<file path="src/rtl/shsub_pkg.sv">
package shsub_pkg;
  localparam int ACC_W    = 32;
  localparam int OP_W     = 16;
  localparam int SH_SEL_W = 4;

  localparam logic [ACC_W-1:0] ACC_MAX = {1'b0, {(ACC_W-1){1'b1}}};
  localparam logic [ACC_W-1:0] ACC_MIN = {1'b1, {(ACC_W-1){1'b0}}};

  typedef struct packed {
    logic [ACC_W-1:0] res;
    logic             borrow;
    logic             ovf_pos;
    logic             ovf_neg;
  } sub_res_t;

  // Extend operand to accumulator width, then shift left with zero fill.
  function automatic logic [ACC_W-1:0] prep_operand(
    input logic [OP_W-1:0]     op,
    input logic [SH_SEL_W-1:0] sh,
    input logic                sext
  );
    logic [ACC_W-1:0] ext;
    ext = sext ? {{(ACC_W-OP_W){op[OP_W-1]}}, op}
               : {{(ACC_W-OP_W){1'b0}}, op};
    return ext << sh;
  endfunction

  // One subtraction pass with borrow, overflow direction and clamping.
  function automatic sub_res_t sub_step(
    input logic [ACC_W-1:0] acc,
    input logic [ACC_W-1:0] val,
    input logic             sat
  );
    sub_res_t r;
    logic [ACC_W:0] wide;
    wide      = {1'b0, acc} - {1'b0, val};
    r.borrow  = wide[ACC_W];
    r.ovf_pos = ~acc[ACC_W-1] &  val[ACC_W-1] &  wide[ACC_W-1];
    r.ovf_neg =  acc[ACC_W-1] & ~val[ACC_W-1] & ~wide[ACC_W-1];
    if (sat && r.ovf_pos)      r.res = ACC_MAX;
    else if (sat && r.ovf_neg) r.res = ACC_MIN;
    else                       r.res = wide[ACC_W-1:0];
    return r;
  endfunction
endpackage

</file>
<file path="src/rtl/shsub_operand_prep.sv">
module shsub_operand_prep
  import shsub_pkg::*;
(
  input  logic [OP_W-1:0]     op_i,
  input  logic [SH_SEL_W-1:0] sh_i,
  input  logic                sext_i,
  output logic [ACC_W-1:0]    val_o
);
  always_comb val_o = prep_operand(op_i, sh_i, sext_i);
endmodule

</file>
<file path="src/rtl/shsub_sub_alu.sv">
module shsub_sub_alu
  import shsub_pkg::*;
(
  input  logic [ACC_W-1:0] acc_i,
  input  logic [ACC_W-1:0] val_i,
  input  logic             sat_i,
  output logic [ACC_W-1:0] res_o,
  output logic             borrow_o,
  output logic             ovf_pos_o,
  output logic             ovf_neg_o
);
  sub_res_t r;
  always_comb begin
    r         = sub_step(acc_i, val_i, sat_i);
    res_o     = r.res;
    borrow_o  = r.borrow;
    ovf_pos_o = r.ovf_pos;
    ovf_neg_o = r.ovf_neg;
  end
endmodule

</file>
<file path="src/rtl/shsub_repeat_ctrl.sv">
module shsub_repeat_ctrl #(
  parameter int REP_W = 8
) (
  input  logic             clk,
  input  logic             rst_n,
  input  logic             start_i,
  input  logic [REP_W-1:0] rep_i,
  output logic             start_ok_o,
  output logic             step_o,
  output logic             last_o,
  output logic             busy_o
);
  logic [REP_W-1:0] remain_q;

  assign start_ok_o = start_i & ~busy_o;
  assign step_o     = busy_o;
  assign last_o     = busy_o & (remain_q == '0);

  always_ff @(posedge clk or negedge rst_n) begin
    if (!rst_n) begin
      busy_o   <= 1'b0;
      remain_q <= '0;
    end else if (start_ok_o) begin
      busy_o   <= 1'b1;
      remain_q <= rep_i;
    end else if (last_o) begin
      busy_o   <= 1'b0;
    end else if (step_o) begin
      remain_q <= remain_q - 1'b1;
    end
  end
endmodule

</file>
<file path="src/rtl/shsub_acc_unit.sv">
module shsub_acc_unit
  import shsub_pkg::*;
#(
  parameter int REP_W   = 8,
  parameter int OVC_W   = 6,
  parameter int SHREG_W = 16
) (
  input  logic               clk,
  input  logic               rst_n,
  input  logic               start_i,
  input  logic [OP_W-1:0]    operand_i,
  input  logic [SHREG_W-1:0] shift_reg_i,
  input  logic               sext_i,
  input  logic               sat_i,
  input  logic [REP_W-1:0]   rep_i,
  input  logic               load_i,
  input  logic [ACC_W-1:0]   load_val_i,
  output logic [ACC_W-1:0]   acc_o,
  output logic               flag_z_o,
  output logic               flag_n_o,
  output logic               flag_c_o,
  output logic               flag_v_o,
  output logic [OVC_W-1:0]   ovc_o,
  output logic               busy_o,
  output logic               done_o
);
  // Named internal events, brought out for the bound checker.
  logic             start_ok, step_en, last_step, load_ok;
  logic [ACC_W-1:0] prep_val, val_q, alu_res;
  logic             sat_q, alu_borrow, ovf_pos, ovf_neg;

  shsub_repeat_ctrl #(.REP_W(REP_W)) u_ctrl (
    .clk        (clk),
    .rst_n      (rst_n),
    .start_i    (start_i),
    .rep_i      (rep_i),
    .start_ok_o (start_ok),
    .step_o     (step_en),
    .last_o     (last_step),
    .busy_o     (busy_o)
  );

  shsub_operand_prep u_prep (
    .op_i   (operand_i),
    .sh_i   (shift_reg_i[SH_SEL_W-1:0]),
    .sext_i (sext_i),
    .val_o  (prep_val)
  );

  shsub_sub_alu u_alu (
    .acc_i     (acc_o),
    .val_i     (val_q),
    .sat_i     (sat_q),
    .res_o     (alu_res),
    .borrow_o  (alu_borrow),
    .ovf_pos_o (ovf_pos),
    .ovf_neg_o (ovf_neg)
  );

  assign load_ok = load_i & ~busy_o & ~start_i;

  // Operation latch: sampled only on an accepted start.
  always_ff @(posedge clk or negedge rst_n) begin
    if (!rst_n) begin
      val_q <= '0;
      sat_q <= 1'b0;
    end else if (start_ok) begin
      val_q <= prep_val;
      sat_q <= sat_i;
    end
  end

  // Accumulator and flags.
  always_ff @(posedge clk or negedge rst_n) begin
    if (!rst_n) begin
      acc_o    <= '0;
      flag_z_o <= 1'b0;
      flag_n_o <= 1'b0;
      flag_c_o <= 1'b0;
      flag_v_o <= 1'b0;
      done_o   <= 1'b0;
    end else begin
      done_o <= step_en & last_step;
      if (step_en) begin
        acc_o    <= alu_res;
        flag_z_o <= (alu_res == '0);
        flag_n_o <= alu_res[ACC_W-1];
        flag_c_o <= ~alu_borrow;
        flag_v_o <= flag_v_o | ovf_pos | ovf_neg;
      end else if (load_ok) begin
        acc_o <= load_val_i;
      end
    end
  end

  // Overflow counter: counts by direction, frozen in saturation mode.
  always_ff @(posedge clk or negedge rst_n) begin
    if (!rst_n) begin
      ovc_o <= '0;
    end else if (step_en && !sat_q) begin
      if (ovf_pos)      ovc_o <= ovc_o + 1'b1;
      else if (ovf_neg) ovc_o <= ovc_o - 1'b1;
    end
  end
endmodule

</file>
<file path="config.mk">
export PLATFORM = sky130hd
export DESIGN_NAME = shsub_acc_unit
export DESIGN_NICKNAME = d
export VERILOG_FILES = /design/src/rtl/shsub_pkg.sv /design/src/rtl/shsub_operand_prep.sv /design/src/rtl/shsub_sub_alu.sv /design/src/rtl/shsub_repeat_ctrl.sv /design/src/rtl/shsub_acc_unit.sv
export SDC_FILE = /design/constraint.sdc
export NUM_CORES = 1
export LEC_CHECK = 0
export CORE_MARGIN = 4
export CORE_UTILIZATION = 35
export DETAILED_ROUTE_END_ITERATION = 10
export PLACE_DENSITY = 0.61
export SLEW_MARGIN = 25
export SYNTH_ARGS = -nofsm -noshare
export SYNTH_HDL_FRONTEND = slang
export SYNTH_HIERARCHICAL = 1
export SYNTH_SLANG_ARGS = --single-unit
</file>
<file path="constraint.sdc">
create_clock -name clk -period 3.6 [get_ports clk]
set_input_delay 0.36 -clock clk [delete_from_list [all_inputs] [get_ports clk]]
set_output_delay 0.36 -clock clk [all_outputs]
set_load 0.03 [all_outputs]
</file>
# Word level (Yosys, flattened, before mapping)
# Cells that the tools add are included.
# totals
inputBits,78
ramBits,0
rom_bits,0
word_cells,58
latchBits,0
mem_count,0
output_inout_bits,44
ff_bits,85
# classes
reduce_logical,12
mul,0
n_bitwise,17
div,0
n_addsub,4
n_lt_le_gt_ge,0
eq_ne,1
muxes,12
shift,1
# ops
op,n
$mux W32,5
$sub A32 B32 Y33,1
$logic_not A32 Y1,1
$shl A32 B4 Y32,1
$mux W8,3
$mux W6,2
$and A1 B1 Y1,9
$logic_not A8 Y1,1
$reduce_bool A2 Y1,4
$sub A8 B1 Y8 const B,1
$add A6 B1 Y6 const B,1
$not A1 Y1,6
$sub A6 B1 Y6 const B,1
$reduce_and A2 Y1,2
$logic_and A1 B1 Y1,3
$mux W1,2
$ne A2 B2 Y1 const B,1
$or A1 B1 Y1,2
$logic_not A1 Y1,1

# Logic depth before layout (Yosys ltp)
# depth
ltp_word,7
ltp_mapped,19
depth_no_buf,18

# By module
# Netlist, hierarchy kept.
# modules_own_cells
mod,instances,cells_per_inst,area_per_inst_um2,seq_area_each_um2
shsub_acc_unit,1,277,3357.0,1901.8
shsub_sub_alu,1,319,2095.8,0.0
shsub_operand_prep,1,162,1189.9,0.0
shsub_repeat_ctrl,1,66,616.8,225.2

# Worst setup path before layout
# No wires, ideal clock.
# synth_path
path_kind,register to register
from,register acc_o[4]
to,register ovc_o[5]
path_buffers,0
t_arrival_ps,4022
setup_slack_ps,-555
setup_time_ps,133
stages_incl_launch_ff,18
synth_period_minus_slack_ps,4155
required_time_ps,3467
path_cell_list,dfrtp_1 > ha_1 > a21o_1 > a211o_1 > o21a_1 > a41oi_2 > o221ai_2 > a21o_1 > a31o_1 > or2_2 > and2_1 > inv_1 > ha_1 > a211oi_1 > nor2_1 > and4_1 > nor3b_2 > xnor2_1
# synth_via
elab_cells_between_ends,7
classes_between,add/sub (1); mux (1); bitwise (3); reduce/logical (2)
# synth_lines
element,line_no,rtl
"start, declared",shsub_acc_unit.sv:18,"output logic [ACC_W-1:0] acc_o,"
"start signal, assigned",shsub_acc_unit.sv:85,acc_o <= alu_res;
"start signal, assigned",shsub_acc_unit.sv:91,acc_o <= load_val_i;
$sub A32 B32 Y33 (*),shsub_pkg.sv:36,"wide = {1'b0, acc} - {1'b0, val};"
$and A1 B1 Y1 (*),shsub_pkg.sv:38,r.ovf_pos = ~acc[ACC_W-1] & val[ACC_W-1] & wide[ACC_W-1];
net ovf_pos,shsub_acc_unit.sv:30,"logic sat_q, alu_borrow, ovf_pos, ovf_neg;"
$reduce_bool A2 Y1 (no source line),--,
$reduce_and A2 Y1 (no source line),--,
"end signal, assigned",shsub_acc_unit.sv:101,if (ovf_pos) ovc_o <= ovc_o + 1'b1;
"end signal, assigned",shsub_acc_unit.sv:102,else if (ovf_neg) ovc_o <= ovc_o - 1'b1;
"end, declared",shsub_acc_unit.sv:23,"output logic [OVC_W-1:0] ovc_o,"
# Mark *: on every way through the listed nets, which the timed path passes. The rest lies on a longest branch.
# A chain may end at the register's enable or synchronous reset.

# Final worst setup path
# layout_path
from,register acc_o[0]
to,register flag_z_o
# layout_via
elab_chain_cells,7
elab_cells_between_ends,9
classes_between,add/sub (1); mux (2); bitwise (3); reduce/logical (3)
# layout_lines
element,line_no,rtl
$sub A32 B32 Y33 (*),shsub_pkg.sv:36,
$not A1 Y1,shsub_pkg.sv:39,r.ovf_neg = acc[ACC_W-1] & ~val[ACC_W-1] & ~wide[ACC_W-1];
$and A1 B1 Y1,shsub_pkg.sv:39,
$logic_and A1 B1 Y1,shsub_pkg.sv:41,else if (sat && r.ovf_neg) r.res = ACC_MIN;
$mux W32,shsub_pkg.sv:41,
$mux W32 (*),shsub_pkg.sv:40,if (sat && r.ovf_pos) r.res = ACC_MAX;
net alu_res[30],shsub_acc_unit.sv:29,"logic [ACC_W-1:0] prep_val, val_q, alu_res;"
$logic_not A32 Y1 (*),shsub_acc_unit.sv:86,flag_z_o <= (alu_res == '0);
"end signal, assigned",shsub_acc_unit.sv:86,
"end, declared",shsub_acc_unit.sv:19,"output logic flag_z_o,"
# Marks and branches as above.

==> run summary <==
Fin area: 0.00971 mm^2
WP data arrival: 3.98 ns
Vias/cell: 5.23
Clock sinks: 85
Area of the multi-input gates: 0.00488 mm^2
GRT Overall Usage: 0.169
Hold Violations, Final: 0
CTS root buf: clkbuf_16
Vias: 6617
Max_cap viols: 0
Max H-tree Level: 3
Routed length per instance: 15.9 um
Max Clk Rate: 271 MHz
DRC: 0
Placed cell area: 0.00919 mm^2
Worst skew pair latency: 0.35 ns
Fraction of layout instances using a drive strength above 1: 0.222
Leakage power: 4.16 nW
Initial antenna violation count: 0
Post-Route Setup TNS: -0.183 ns
Core Box Area: 0.0203 mm^2
WHS: 0.0803 ns
Antenna cell count: 0
Pwr per Cell Area: 1230 mW/mm^2
CP Data Required Time: 3.89 ns
Final setup fails: 2
IO Pins: 122
Area growth, synth to finish: 33.7%
Port buffer count: 109
Clk slew on worst S/H paths: 0.07 ns
Flops & latches, synth: 85
HP Class: primary input to asynchronous set/reset pin
Post-synthesis net count: 943
Yosys synthesis warning count: 6
Final WS setup: -0.0953 ns
Antenna Nets Post-Route: 0
Kind of end point of the critical path: flip-flop
Syn_area_per_cell: 8.81 um^2
Total wire length: 20100 um
Final Cycle Share: 1.03
Max Slew Vio Count: 0
Clock Skew: 0.0113 ns
Async SR Flop Fraction: 1.00
Initial drt markers: 505
EDFF count, synth: 0
Nets: 1109
Die span in y: 152 um
Register area share after synthesis: 0.293
Gpl congestion: 0.895
Reg area: 0.00213 mm^2
Site row count: 52
Startpoint types: flip-flop
Most used DFF post-synth: dfrtp_1
CP Class: flip-flop to flip-flop
Starting Density: 0.358
Die Wd: 152 um
Inserted Clock Buffers: 9
Vias in the first global route: 6208
Status: complete, but fails checks
Post-Syn Area: 0.00726 mm^2
Maximum clock path buffer count: 2
First-pass GRT wire length: 32800 um
Slew HR: 0.421
Non-Filler Instances: 1265
Failing checks: setup timing
Critical Path Fanout Max: 3
Worst-Margin Slew: 0.866 ns
Post-Syn Instances: 824
Die area: 0.0231 mm^2
Hold buffer count at CTS: 0
Grt ovf: 0
HPWL Detailed: 15500 um
Largest net degree at the start of global routing: 64
Worst vdd ir: 0.384 mV
CTS tree: done
Dpl cells: 1240
Fin crit period: 3.70 ns
Design Power: 0.0119 W
Post-synthesis cell type count: 75
RSZ-0062 raised after global routing: yes
Detailed Routing Iterations Pass 1: 6
Fillers: 1999
-- flip-flops by register name (all words and copies together), names as in the netlist --
name	flops
acc_o	32
val_q	32
u_ctrl/remain_q	8
ovc_o	6
done_o	1
flag_c_o	1
flag_n_o	1
flag_v_o	1
flag_z_o	1
sat_q	1
u_ctrl/busy_o	1
-- kinds of logic (layout without fill, tap and decap cells) --
| kind of cell | Yosys count | in the layout | synth area share |
|---|---|---|---|
| buffers and inverters | 105 | 276 | 0.0648 |
| adders and majority gates | 41 | 41 | 0.0727 |
| xor gates and xnor gates | 33 | 33 | 0.0398 |
| DFF | 85 | 85 | 0.293 |
| AOI/OAI and AO/OA | 245 | 245 | 0.218 |
| and+or+nand+nor | 208 | 208 | 0.142 |
| muxes | 107 | 107 | 0.169 |
-- path summary, 6_finish.rpt --
path	slack [ns]	start	cells past startpoint	end
min in group clk	0.48	ovc_o[5]	1	ovc_o[5]
worst min register to register	0.48	ovc_o[5]	1	ovc_o[5]
worst max register to register	-0.1	acc_o[0]	21	flag_z_o
max in group asynchronous	2.65	rst_n	2	acc_o[27]
worst min-delay path	0.08	rst_n	1	acc_o[1]
worst max-delay path	-0.1	acc_o[0]	21	flag_z_o
-- synth_stat cells, types with 4 or more instances --
library cell	count	area, um^2
mux2i_1	52	521
ha_1	39	488
nor4_1	10	62.6
nor2b_1	9	56.3
xnor2_1	22	193
nand3_1	14	70.1
o31ai_1	4	30.0
o211ai_1	5	37.5
o21a_1	6	45.0
xor2_1	11	96.3
clkbuf_1	26	97.6
and2_1	5	31.3
buf_4	5	37.5
inv_1	53	199
nand4_1	9	56.3
a21o_1	26	195
buf_2	15	75.1
a31oi_1	9	56.3
o21ai_1	5	25.0
dfrtp_1	85	2130
mux4_1	4	105
mux2_2	48	541
o21ai_0	86	430
a211oi_1	16	120
nand2b_1	13	81.3
nor2_1	35	131
o22ai_1	6	37.5
a21oi_1	42	210
a22oi_1	5	37.5
nor3_1	10	50.1
nand2_1	78	293
-- power by group --
| part | switching, W | total, W | leakage (nW) | internal [W] |
|---|---|---|---|---|
| clock | 0.000433 | 0.000983 | 0.150 | 0.000551 |
| sequential | 0.000414 | 0.00189 | 1.03 | 0.00148 |
| combinational | 0.00462 | 0.00903 | 2.98 | 0.00441 |
| total | 0.00546 | 0.0119 | 4.16 | 0.00644 |
-- timing repair --
item,4_1_cts,5_1_grt
gates cloned,0,0
endpoints found under the setup margin,4,7
gates resized for setup,10,26
buffers inserted,2,7
pin swaps,14,21
-- worst max-delay path: stages (launching register included) --
cell and delay, ns:
dfrtp_1 0.39, inv_2 0.07, ha_4 0.12, inv_2 0.04, fa_2 0.38, a21o_1 0.21
nor2b_4 0.14, o311ai_2 0.26, buf_4 0.16, buf_4 0.10, buf_4 0.10, nand2_1 0.06
a21oi_2 0.14, o211ai_1 0.14, a31oi_1 0.28, xor2_1 0.21, o21ai_2 0.09, nor4_2 0.19
buf_4 0.17, nand4_1 0.12, nor2_1 0.12, mux2_4 0.14
-- area by class of cell --
cell class / instances / area share
clock buffer: 9 / 0.0232
sequential: 85 / 0.220
tap: 270 / 0.0348
timing repair buffer: 207 / 0.190
clock inverter: 7 / 0.00851
inverter: 53 / 0.0210
multi-input combinational: 634 / 0.503
-- cell usage in the layout (no fill, tap or decap), types with 4 or more instances in the layout --
cell type,instances
ha_1,33
mux4_1,4
xnor2_1,22
o21ai_2,4
nand3_1,14
nor2_1,34
o211ai_1,5
clkdlybuf4s50_1,108
a211oi_1,14
clkbuf_16,9
o21a_1,6
a21o_1,26
a21oi_2,5
mux2_2,47
nand2b_1,13
nor4_1,8
dfrtp_2,4
dfrtp_1,81
a22oi_1,5
o21ai_1,4
o21ai_0,83
xor2_1,11
nor3_1,10
mux2i_1,52
inv_1,49
a21oi_1,37
buf_4,97
a31oi_1,9
ha_4,6
and2_1,4
nor2b_1,7
nand4_1,9
nand2_1,78
o22ai_1,6
-- per-stage QoR --
step / util / worst slack [ns]
6_report: 0.478 / -0.0953
3_3_place_gp: 0.453 / -0.227
4_1_cts: 0.470 / -0.118
2_1_floorplan: - / -0.0999
5_1_grt: 0.478 / -0.304
3_5_place_dp: 0.453 / -0.277
-- routing by layer --
metal	routed length [um]	global-route usage
met1	10000	0.251
met2	9050	0.261
met3	691	0.0185
met4	299	0.0479
met5	0	0
Note: power is estimated with default switching activity, not from simulation.
